`src/rtl/ccd_seq_pkg.sv`:
```
package ccd_seq_pkg;

  typedef enum logic [1:0] {
    ST_IDLE   = 2'd0,
    ST_EXPOSE = 2'd1,
    ST_PAR    = 2'd2,
    ST_SER    = 2'd3
  } seq_state_e;

  // Inclusive rectangle test; an inverted range holds no pixel.
  function automatic logic in_window(input logic [31:0] row, input logic [31:0] col,
                                     input logic [31:0] r_lo, input logic [31:0] r_hi,
                                     input logic [31:0] c_lo, input logic [31:0] c_hi);
    return (row >= r_lo) && (row <= r_hi) && (col >= c_lo) && (col <= c_hi);
  endfunction

  // A zero count means a single unit.
  function automatic logic [31:0] at_least_one(input logic [31:0] v);
    return (v == 32'd0) ? 32'd1 : v;
  endfunction

endpackage

```
`src/rtl/ccd_frame_cfg.sv`:
```
module ccd_frame_cfg #(
  parameter int ROW_W = 10,
  parameter int COL_W = 10,
  parameter int EXP_W = 16
) (
  input  logic             clk,
  input  logic             rst_n,
  input  logic             load_i,
  input  logic [EXP_W-1:0] exp_len_i,
  input  logic [ROW_W-1:0] rows_i,
  input  logic [COL_W-1:0] cols_i,
  input  logic [ROW_W-1:0] r_lo_i,
  input  logic [ROW_W-1:0] r_hi_i,
  input  logic [COL_W-1:0] c_lo_i,
  input  logic [COL_W-1:0] c_hi_i,
  output logic [EXP_W-1:0] exp_q,
  output logic [ROW_W-1:0] rows_q,
  output logic [COL_W-1:0] cols_q,
  output logic [ROW_W-1:0] r_lo_q,
  output logic [ROW_W-1:0] r_hi_q,
  output logic [COL_W-1:0] c_lo_q,
  output logic [COL_W-1:0] c_hi_q
);
  import ccd_seq_pkg::*;

  always_ff @(posedge clk) begin
    if (!rst_n) begin
      exp_q  <= EXP_W'(1);
      rows_q <= ROW_W'(1);
      cols_q <= COL_W'(1);
      r_lo_q <= '0;
      r_hi_q <= '0;
      c_lo_q <= '0;
      c_hi_q <= '0;
    end else if (load_i) begin
      exp_q  <= EXP_W'(at_least_one(32'(exp_len_i)));
      rows_q <= ROW_W'(at_least_one(32'(rows_i)));
      cols_q <= COL_W'(at_least_one(32'(cols_i)));
      r_lo_q <= r_lo_i;
      r_hi_q <= r_hi_i;
      c_lo_q <= c_lo_i;
      c_hi_q <= c_hi_i;
    end
  end

endmodule

```
`src/rtl/ccd_shift_fsm.sv`:
```
module ccd_shift_fsm #(
  parameter int ROW_W = 10,
  parameter int COL_W = 10,
  parameter int EXP_W = 16
) (
  input  logic             clk,
  input  logic             rst_n,
  input  logic             start_i,
  input  logic             shift_done_i,
  input  logic [EXP_W-1:0] exp_q,
  input  logic [ROW_W-1:0] rows_q,
  input  logic [COL_W-1:0] cols_q,
  output logic             load_o,
  output logic             busy_o,
  output logic             shutter_o,
  output logic             pshift_req_o,
  output logic             sshift_req_o,
  output logic             clearing_o,
  output logic             ser_done_o,
  output logic [ROW_W-1:0] row_idx_o,
  output logic [COL_W-1:0] col_idx_o
);
  import ccd_seq_pkg::*;

  seq_state_e       state_q, state_d;
  logic [EXP_W-1:0] exp_cnt_q;
  logic [ROW_W-1:0] row_q;
  logic [COL_W-1:0] col_q;
  logic             clear_q;

  logic exp_last, row_last, col_last, par_done;

  assign exp_last = (exp_cnt_q == exp_q - EXP_W'(1));
  assign row_last = (row_q == rows_q - ROW_W'(1));
  assign col_last = (col_q == cols_q - COL_W'(1));

  assign busy_o       = (state_q != ST_IDLE);
  assign shutter_o    = (state_q == ST_EXPOSE);
  assign pshift_req_o = (state_q == ST_PAR);
  assign sshift_req_o = (state_q == ST_SER);
  assign par_done     = pshift_req_o && shift_done_i;
  assign ser_done_o   = sshift_req_o && shift_done_i;
  assign load_o       = (state_q == ST_IDLE) && start_i;
  assign clearing_o   = clear_q;
  assign row_idx_o    = row_q;
  assign col_idx_o    = col_q;

  always_comb begin
    state_d = state_q;
    unique case (state_q)
      ST_IDLE:   if (start_i) state_d = ST_EXPOSE;
      ST_EXPOSE: if (exp_last) state_d = ST_PAR;
      ST_PAR:    if (par_done) state_d = ST_SER;
      ST_SER: begin
        if (ser_done_o && col_last) begin
          if (row_last && clear_q) state_d = ST_IDLE;
          else                     state_d = ST_PAR;
        end
      end
      default: state_d = ST_IDLE;
    endcase
  end

  always_ff @(posedge clk) begin
    if (!rst_n) begin
      state_q   <= ST_IDLE;
      exp_cnt_q <= '0;
      row_q     <= '0;
      col_q     <= '0;
      clear_q   <= 1'b0;
    end else begin
      state_q <= state_d;
      unique case (state_q)
        ST_IDLE: begin
          exp_cnt_q <= '0;
          row_q     <= '0;
          col_q     <= '0;
          clear_q   <= 1'b0;
        end
        ST_EXPOSE: begin
          if (!exp_last) exp_cnt_q <= exp_cnt_q + EXP_W'(1);
        end
        ST_PAR: begin
          if (par_done) col_q <= '0;
        end
        ST_SER: begin
          if (ser_done_o) begin
            if (!col_last) begin
              col_q <= col_q + COL_W'(1);
            end else if (!row_last) begin
              row_q <= row_q + ROW_W'(1);
            end else begin
              row_q   <= '0;
              clear_q <= !clear_q;
            end
          end
        end
        default: ;
      endcase
    end
  end

endmodule

```
`src/rtl/ccd_sample_pipe.sv`:
```
module ccd_sample_pipe #(
  parameter int ROW_W   = 10,
  parameter int COL_W   = 10,
  parameter int DATA_W  = 12,
  parameter int ADC_LAT = 2
) (
  input  logic              clk,
  input  logic              rst_n,
  input  logic              ser_done_i,
  input  logic              clearing_i,
  input  logic [ROW_W-1:0]  row_i,
  input  logic [COL_W-1:0]  col_i,
  input  logic [ROW_W-1:0]  r_lo_i,
  input  logic [ROW_W-1:0]  r_hi_i,
  input  logic [COL_W-1:0]  c_lo_i,
  input  logic [COL_W-1:0]  c_hi_i,
  input  logic [DATA_W-1:0] adc_data_i,
  output logic              strobe_o,
  output logic              pix_valid_o,
  output logic [ROW_W-1:0]  pix_row_o,
  output logic [COL_W-1:0]  pix_col_o,
  output logic [DATA_W-1:0] pix_data_o
);
  import ccd_seq_pkg::*;

  logic             hit;
  logic             stb_q;
  logic [ROW_W-1:0] stb_row_q;
  logic [COL_W-1:0] stb_col_q;

  logic             v_q   [ADC_LAT];
  logic [ROW_W-1:0] r_q   [ADC_LAT];
  logic [COL_W-1:0] c_q   [ADC_LAT];

  assign hit = ser_done_i && !clearing_i &&
               in_window(32'(row_i), 32'(col_i), 32'(r_lo_i), 32'(r_hi_i),
                         32'(c_lo_i), 32'(c_hi_i));

  always_ff @(posedge clk) begin
    if (!rst_n) begin
      stb_q     <= 1'b0;
      stb_row_q <= '0;
      stb_col_q <= '0;
    end else begin
      stb_q <= hit;
      if (hit) begin
        stb_row_q <= row_i;
        stb_col_q <= col_i;
      end
    end
  end

  for (genvar s = 0; s < ADC_LAT; s++) begin : g_lat
    if (s == 0) begin : g_head
      always_ff @(posedge clk) begin
        if (!rst_n) begin
          v_q[0] <= 1'b0;
          r_q[0] <= '0;
          c_q[0] <= '0;
        end else begin
          v_q[0] <= stb_q;
          r_q[0] <= stb_row_q;
          c_q[0] <= stb_col_q;
        end
      end
    end else begin : g_tail
      always_ff @(posedge clk) begin
        if (!rst_n) begin
          v_q[s] <= 1'b0;
          r_q[s] <= '0;
          c_q[s] <= '0;
        end else begin
          v_q[s] <= v_q[s-1];
          r_q[s] <= r_q[s-1];
          c_q[s] <= c_q[s-1];
        end
      end
    end
  end

  assign strobe_o    = stb_q;
  assign pix_valid_o = v_q[ADC_LAT-1];
  assign pix_row_o   = r_q[ADC_LAT-1];
  assign pix_col_o   = c_q[ADC_LAT-1];
  assign pix_data_o  = pix_valid_o ? adc_data_i : '0;

endmodule

```
`src/rtl/ccd_readout_seq.sv`:
```
module ccd_readout_seq #(
  parameter int ROW_W   = 10,
  parameter int COL_W   = 10,
  parameter int EXP_W   = 16,
  parameter int DATA_W  = 12,
  parameter int ADC_LAT = 2
) (
  input  logic              clk,
  input  logic              rst_n,
  input  logic              start_i,
  input  logic [EXP_W-1:0]  exp_len_i,
  input  logic [ROW_W-1:0]  rows_i,
  input  logic [COL_W-1:0]  cols_i,
  input  logic [ROW_W-1:0]  roi_row_lo_i,
  input  logic [ROW_W-1:0]  roi_row_hi_i,
  input  logic [COL_W-1:0]  roi_col_lo_i,
  input  logic [COL_W-1:0]  roi_col_hi_i,
  input  logic              shift_done_i,
  input  logic [DATA_W-1:0] adc_data_i,
  output logic              busy_o,
  output logic              shutter_o,
  output logic              pshift_req_o,
  output logic              sshift_req_o,
  output logic              adc_strobe_o,
  output logic              pix_valid_o,
  output logic [ROW_W-1:0]  pix_row_o,
  output logic [COL_W-1:0]  pix_col_o,
  output logic [DATA_W-1:0] pix_data_o
);

  logic             load_w;
  logic             clearing_w;
  logic             ser_done_w;
  logic [EXP_W-1:0] exp_q;
  logic [ROW_W-1:0] rows_q, r_lo_q, r_hi_q, row_idx_w;
  logic [COL_W-1:0] cols_q, c_lo_q, c_hi_q, col_idx_w;

  ccd_frame_cfg #(.ROW_W(ROW_W), .COL_W(COL_W), .EXP_W(EXP_W)) u_cfg (
    .clk       (clk),
    .rst_n     (rst_n),
    .load_i    (load_w),
    .exp_len_i (exp_len_i),
    .rows_i    (rows_i),
    .cols_i    (cols_i),
    .r_lo_i    (roi_row_lo_i),
    .r_hi_i    (roi_row_hi_i),
    .c_lo_i    (roi_col_lo_i),
    .c_hi_i    (roi_col_hi_i),
    .exp_q     (exp_q),
    .rows_q    (rows_q),
    .cols_q    (cols_q),
    .r_lo_q    (r_lo_q),
    .r_hi_q    (r_hi_q),
    .c_lo_q    (c_lo_q),
    .c_hi_q    (c_hi_q)
  );

  ccd_shift_fsm #(.ROW_W(ROW_W), .COL_W(COL_W), .EXP_W(EXP_W)) u_fsm (
    .clk          (clk),
    .rst_n        (rst_n),
    .start_i      (start_i),
    .shift_done_i (shift_done_i),
    .exp_q        (exp_q),
    .rows_q       (rows_q),
    .cols_q       (cols_q),
    .load_o       (load_w),
    .busy_o       (busy_o),
    .shutter_o    (shutter_o),
    .pshift_req_o (pshift_req_o),
    .sshift_req_o (sshift_req_o),
    .clearing_o   (clearing_w),
    .ser_done_o   (ser_done_w),
    .row_idx_o    (row_idx_w),
    .col_idx_o    (col_idx_w)
  );

  ccd_sample_pipe #(.ROW_W(ROW_W), .COL_W(COL_W), .DATA_W(DATA_W), .ADC_LAT(ADC_LAT)) u_pipe (
    .clk         (clk),
    .rst_n       (rst_n),
    .ser_done_i  (ser_done_w),
    .clearing_i  (clearing_w),
    .row_i       (row_idx_w),
    .col_i       (col_idx_w),
    .r_lo_i      (r_lo_q),
    .r_hi_i      (r_hi_q),
    .c_lo_i      (c_lo_q),
    .c_hi_i      (c_hi_q),
    .adc_data_i  (adc_data_i),
    .strobe_o    (adc_strobe_o),
    .pix_valid_o (pix_valid_o),
    .pix_row_o   (pix_row_o),
    .pix_col_o   (pix_col_o),
    .pix_data_o  (pix_data_o)
  );

endmodule

```
`config.mk`:
```
export PLATFORM = sky130hd
export DESIGN_NAME = ccd_readout_seq
export DESIGN_NICKNAME = d
export VERILOG_FILES = /design/src/rtl/ccd_seq_pkg.sv /design/src/rtl/ccd_frame_cfg.sv /design/src/rtl/ccd_shift_fsm.sv /design/src/rtl/ccd_sample_pipe.sv /design/src/rtl/ccd_readout_seq.sv
export SDC_FILE = /design/constraint.sdc
export NUM_CORES = 1
export LEC_CHECK = 0
export BUFFER_PORTS_ARGS = -buffer_cell sky130_fd_sc_hd__buf_2
export CAP_MARGIN = 20
export CORE_MARGIN = 4
export CORE_UTILIZATION = 45
export CTS_CLUSTER_DIAMETER = 50
export DETAILED_ROUTE_END_ITERATION = 8
export PLACE_DENSITY = 0.69
export SKIP_CTS_REPAIR_TIMING = 1
export SLEW_MARGIN = 10
export SYNTH_ARGS = -nofsm -noshare
export SYNTH_HDL_FRONTEND = slang
export SYNTH_SLANG_ARGS = --single-unit
export TNS_END_PERCENT = 100
```
`constraint.sdc`:
```
create_clock -name clk -period 3 [get_ports clk]
set_clock_uncertainty 0.15 [all_clocks]
set_input_delay 0.6 -clock clk [delete_from_list [all_inputs] [get_ports clk]]
set_output_delay 0.6 -clock clk [all_outputs]
set_load 0.05 [all_outputs]
```
==> impl_metrics.json <==
{
  "clkSinkCount": 178,
  "r2r-end": "u_fsm.exp_cnt_q[6]$_SDFFE_PN0P_",
  "violations": "negative setup slack",
  "yosys.area_share.simple": 0.2341,
  "setup_viol": 16,
  "cpPeakStageDelay_ps": 550,
  "fin_ws_ps": -130.9,
  "hp-start": "roi_row_lo_i[3]",
  "yosys.area.top_type": "dfxtp_1",
  "fin_util": 0.5729,
  "pwr-share-seq": 0.371,
  "timing.fmax_ghz": 0.3194,
  "drv_slew": 0,
  "synth_top_area_frac": 0.4056,
  "synth-compound-area-share": 0.1427,
  "fp-row-count": 50,
  "grt_usage": 0.1909,
  "layoutNonFillerInstCount": 1506,
  "grt_pass1_wl_mm": 34.47,
  "die_w_um": 147.7,
  "dp_cells": 1466,
  "drtAntennaViolNets": 0,
  "synthMuxAreaShare": 0.02521,
  "period_share": 1.044,
  "place_hpwl_mm": 15.51,
  "power_switching_mw": 2.661,
  "max-slew-margin-rel": 0.5158,
  "synth_top_family_by_area": "simple AND/OR/NAND/NOR gates",
  "ir_worst_vdd_mv": 0.4897,
  "clk_latency_ps": 430,
  "grt_pass1_vias": 7344,
  "p_clk_frac": 0.297,
  "met1_length_mm": 9.373,
  "drt_iter0_drc": 525,
  "final.min_clock_period_ps": 3131,
  "worstPathMaxFanout": 5,
  "wl_met2_mm": 10.25,
  "synth_cell_type_count": 72,
  "ys_seq_area_frac": 0.4056,
  "syn_area_per_cell_um2": 8.203,
  "synth_seq_cells": 178,
  "switching_share": 0.3567,
  "syn-num-nets": 1213,
  "synth_xor_area_frac": 0.06081,
  "layout-drive-gt1-share": 0.2287,
  "synth_area_leaders": "dfxtp_1 41%, nand2_1 9.5%, ha_1 7.1%, a21oi_1 5.6%, xnor2_1 3.9%",
  "synthFlopType": "dfxtp_1",
  "synth_edf_count": 0,
  "hold_end": "u_cfg.r_lo_q[3]$_SDFFE_PN0P_",
  "power-per-cell-area_nw_per_um2": 686.7,
  "vias_per_cell": 5.180,
  "max_cap_viol_count": 0,
  "pin_count": 130,
  "synth_cells": 1071,
  "port_buffers": 129,
  "coreArea_um2": 18960,
  "cts_tree": "built",
  "die-area_um2": 21820,
  "r2r_start": "u_cfg.exp_q[0]$_SDFFE_PN1P_",
  "p_comb_frac": 0.332,
  "cellLeakagePower_nw": 4.803,
  "first_pass_iters": 5,
  "multi_input_area_um2": 4887,
  "num_vias": 7801,
  "r2r_slack_ps": -130,
  "top_layer": "met4",
  "overflow": 0,
  "wl_met3_mm": 1.366,
  "synth-async-reset-ratio": 0,
  "grt_max_degree": 76,
  "diodes": 0,
  "ff_latch_area_um2": 3566,
  "area_delta_synth_final_pct": 23.61,
  "synth_area_um2": 8786,
  "end_kind": "register",
  "hold_violations": 0,
  "intPower_mw": 4.797,
  "path_cells": "buf_4, or4_4, or3_1, a22oi_2, nand4_1, a2111oi_4, buf_4, nor2_2, and4b_1, o31a_1",
  "drc_errors": 0,
  "clockBufferDepth": 2,
  "cts-htree-levels": 4,
  "cts_root_buffer": "clkbuf_16",
  "critical_path_arrival_ps": 3300,
  "crit_slowest_cell": "or4_4",
  "worst_pin_slew_ps": 726.3,
  "nets": 1375,
  "ys.warnings.count": 0,
  "cp.required_ps": 3170,
  "grt_setup_unrepaired": "true",
  "globalplace.congestion": 0.8900,
  "r2r_cells": 10,
  "fill_cells": 1711,
  "min_path_type": "in -> reg",
  "status": "finished with violations",
  "routed_wl_mm": 21.48,
  "initial_core_util": 0.4635,
  "synth_fa_ha_area_frac": 0.07120,
  "holdPathStages": 3,
  "drt-wirelength-per-cell_um": 14.27,
  "clk_pin_slew_ps": 70,
  "cpMostUsedCell": "buf_4",
  "dieHeight_um": 147.7,
  "critPathLaunchType": "register",
  "cts_made_buffers": 17,
  "antenna_found_initial": 0,
  "crit_type": "reg -> reg"
}
## power by group through the flow
stage | clock, mW | combinational, mW | sequential (mW)
6_report | 2.21 | 2.48 | 2.77
3_5_place_dp | 0 | 2.23 | 2.81
5_1_grt | 2.36 | 2.75 | 2.80
2_1_floorplan | 0 | 1.57 | 2.77
3_3_place_gp | 0 | 2.19 | 2.80
4_1_cts | 2.26 | 2.24 | 2.76
## state kept, by name (all words and copies together) (netlist names)
register          count
u_cfg.c_hi_q         10
u_cfg.c_lo_q         10
u_cfg.cols_q         10
u_cfg.exp_q          16
u_cfg.r_hi_q         10
u_cfg.r_lo_q         10
u_cfg.rows_q         10
u_fsm.clearing_o      1
u_fsm.col_idx_o      10
u_fsm.exp_cnt_q      16
u_fsm.row_idx_o      10
u_fsm.state_q         2
u_pipe.c_q           20
u_pipe.r_q           20
u_pipe.stb_col_q     10
u_pipe.stb_row_q     10
u_pipe.strobe_o       1
u_pipe.v_q            2
## critical path, delay by kind of cell (launching register included)
family                 cells  cell delay (ps)
AOI/OAI and AO/OA          3              910
and+or+nand+nor            5             1290
DFF                        1              320
buffers and inverters      2              360
## metal layers
metal,global-route usage,vias up
li1,-,3958
met2,0.3235,226
met3,0.04139,40
met4,0.06710,0
met5,0,-
met1,0.2405,3577
## cells in the mapped netlist (3+ instances only)
master,n
o31ai_1,4
nand4_1,14
a21oi_1,99
inv_1,81
nor2b_1,4
and3_1,7
a31oi_1,4
xor2_1,22
nor3_1,23
nand3_1,20
dfxtp_1,178
mux2i_1,21
nand4b_1,4
o21ai_0,21
or3_1,5
clkbuf_1,41
and2_1,38
a211o_1,3
or4_2,6
or4_1,3
or4b_1,3
nand2b_1,6
xnor2_1,39
o211ai_1,14
nor4_1,12
buf_1,4
nor2_1,50
a21o_1,10
ha_1,50
a211oi_1,4
nand2_1,222
## layout by cell type (no fill, tap or decap), types with 6 or more instances in the layout
| cell | synthesis | routed |
|---|---|---|
| nand2_1 | 222 | 220 |
| mux2i_1 | 21 | 21 |
| a21o_1 | 10 | 10 |
| inv_1 | 81 | 77 |
| buf_2 | 1 | 130 |
| nand4_1 | 14 | 14 |
| and3_1 | 7 | 7 |
| xnor2_1 | 39 | 39 |
| or4_2 | 6 | 6 |
| dfxtp_1 | 178 | 176 |
| o21ai_0 | 21 | 20 |
| nand3_1 | 20 | 20 |
| buf_4 | 0 | 55 |
| ha_1 | 50 | 47 |
| nor4_1 | 12 | 10 |
| nand2b_1 | 6 | 6 |
| clkbuf_16 | 0 | 17 |
| xor2_1 | 22 | 22 |
| a21oi_1 | 99 | 95 |
| nor2_1 | 50 | 47 |
| and2_1 | 38 | 37 |
| o211ai_1 | 14 | 14 |
| nor3_1 | 23 | 18 |
## layout make-up
class,instances,share of cell area
clock buffer,17,0.03917
clock inverter,15,0.01555
inverter,82,0.02834
multi-input combinational,761,0.4500
sequential,178,0.3283
tap,260,0.02995
timing repair buffer,193,0.1086
## worst max path at each step
stage	end	slack, ps	from	depth (start not counted)
after global placement	u_fsm.state_q[1]$_SDFFE_PN0P_	-90	u_cfg.exp_q[1]$_SDFFE_PN0P_	11
after CTS	u_fsm.state_q[1]$_SDFFE_PN0P_	-160	u_cfg.exp_q[1]$_SDFFE_PN0P_	11
after global routing	u_fsm.state_q[1]$_SDFFE_PN0P_	-260	u_cfg.exp_q[0]$_SDFFE_PN1P_	10
after detailed placement	u_fsm.state_q[1]$_SDFFE_PN0P_	-150	u_cfg.exp_q[1]$_SDFFE_PN0P_	11
after floorplan	u_fsm.exp_cnt_q[6]$_SDFFE_PN0P_	-3	u_cfg.exp_q[0]$_SDFFE_PN1P_	10
final	u_fsm.exp_cnt_q[6]$_SDFFE_PN0P_	-130	u_cfg.exp_q[0]$_SDFFE_PN1P_	10
## per-stage QoR
stage	hold WS, ps	worst slack, ps	total power [mW]	TNS, ps	instance area (µm²)
2_1_floorplan	254.0	-2.873	4.338	-2.873	8803
3_3_place_gp	264.5	-85.88	4.998	-170.6	10010
3_5_place_dp	267.7	-153.2	5.043	-843.4	10010
4_1_cts	234.2	-157.5	7.261	-783.0	10610
5_1_grt	244.4	-259.3	7.906	-3491	10860
6_report	246.5	-130.9	7.458	-636.4	10860
## kinds of logic after synthesis
| kind of cell | count (synthesis) |
|---|---|
| AO/OA/AOI/OAI | 196 |
| XOR/XNOR | 61 |
| adder cells (fa/ha/maj) | 50 |
| buffers and inverters | 132 |
| flip-flops | 178 |
| multiplexers | 22 |
| AND/OR/NAND/NOR | 432 |
No activity file was read; power rests on OpenSTA's default activity.
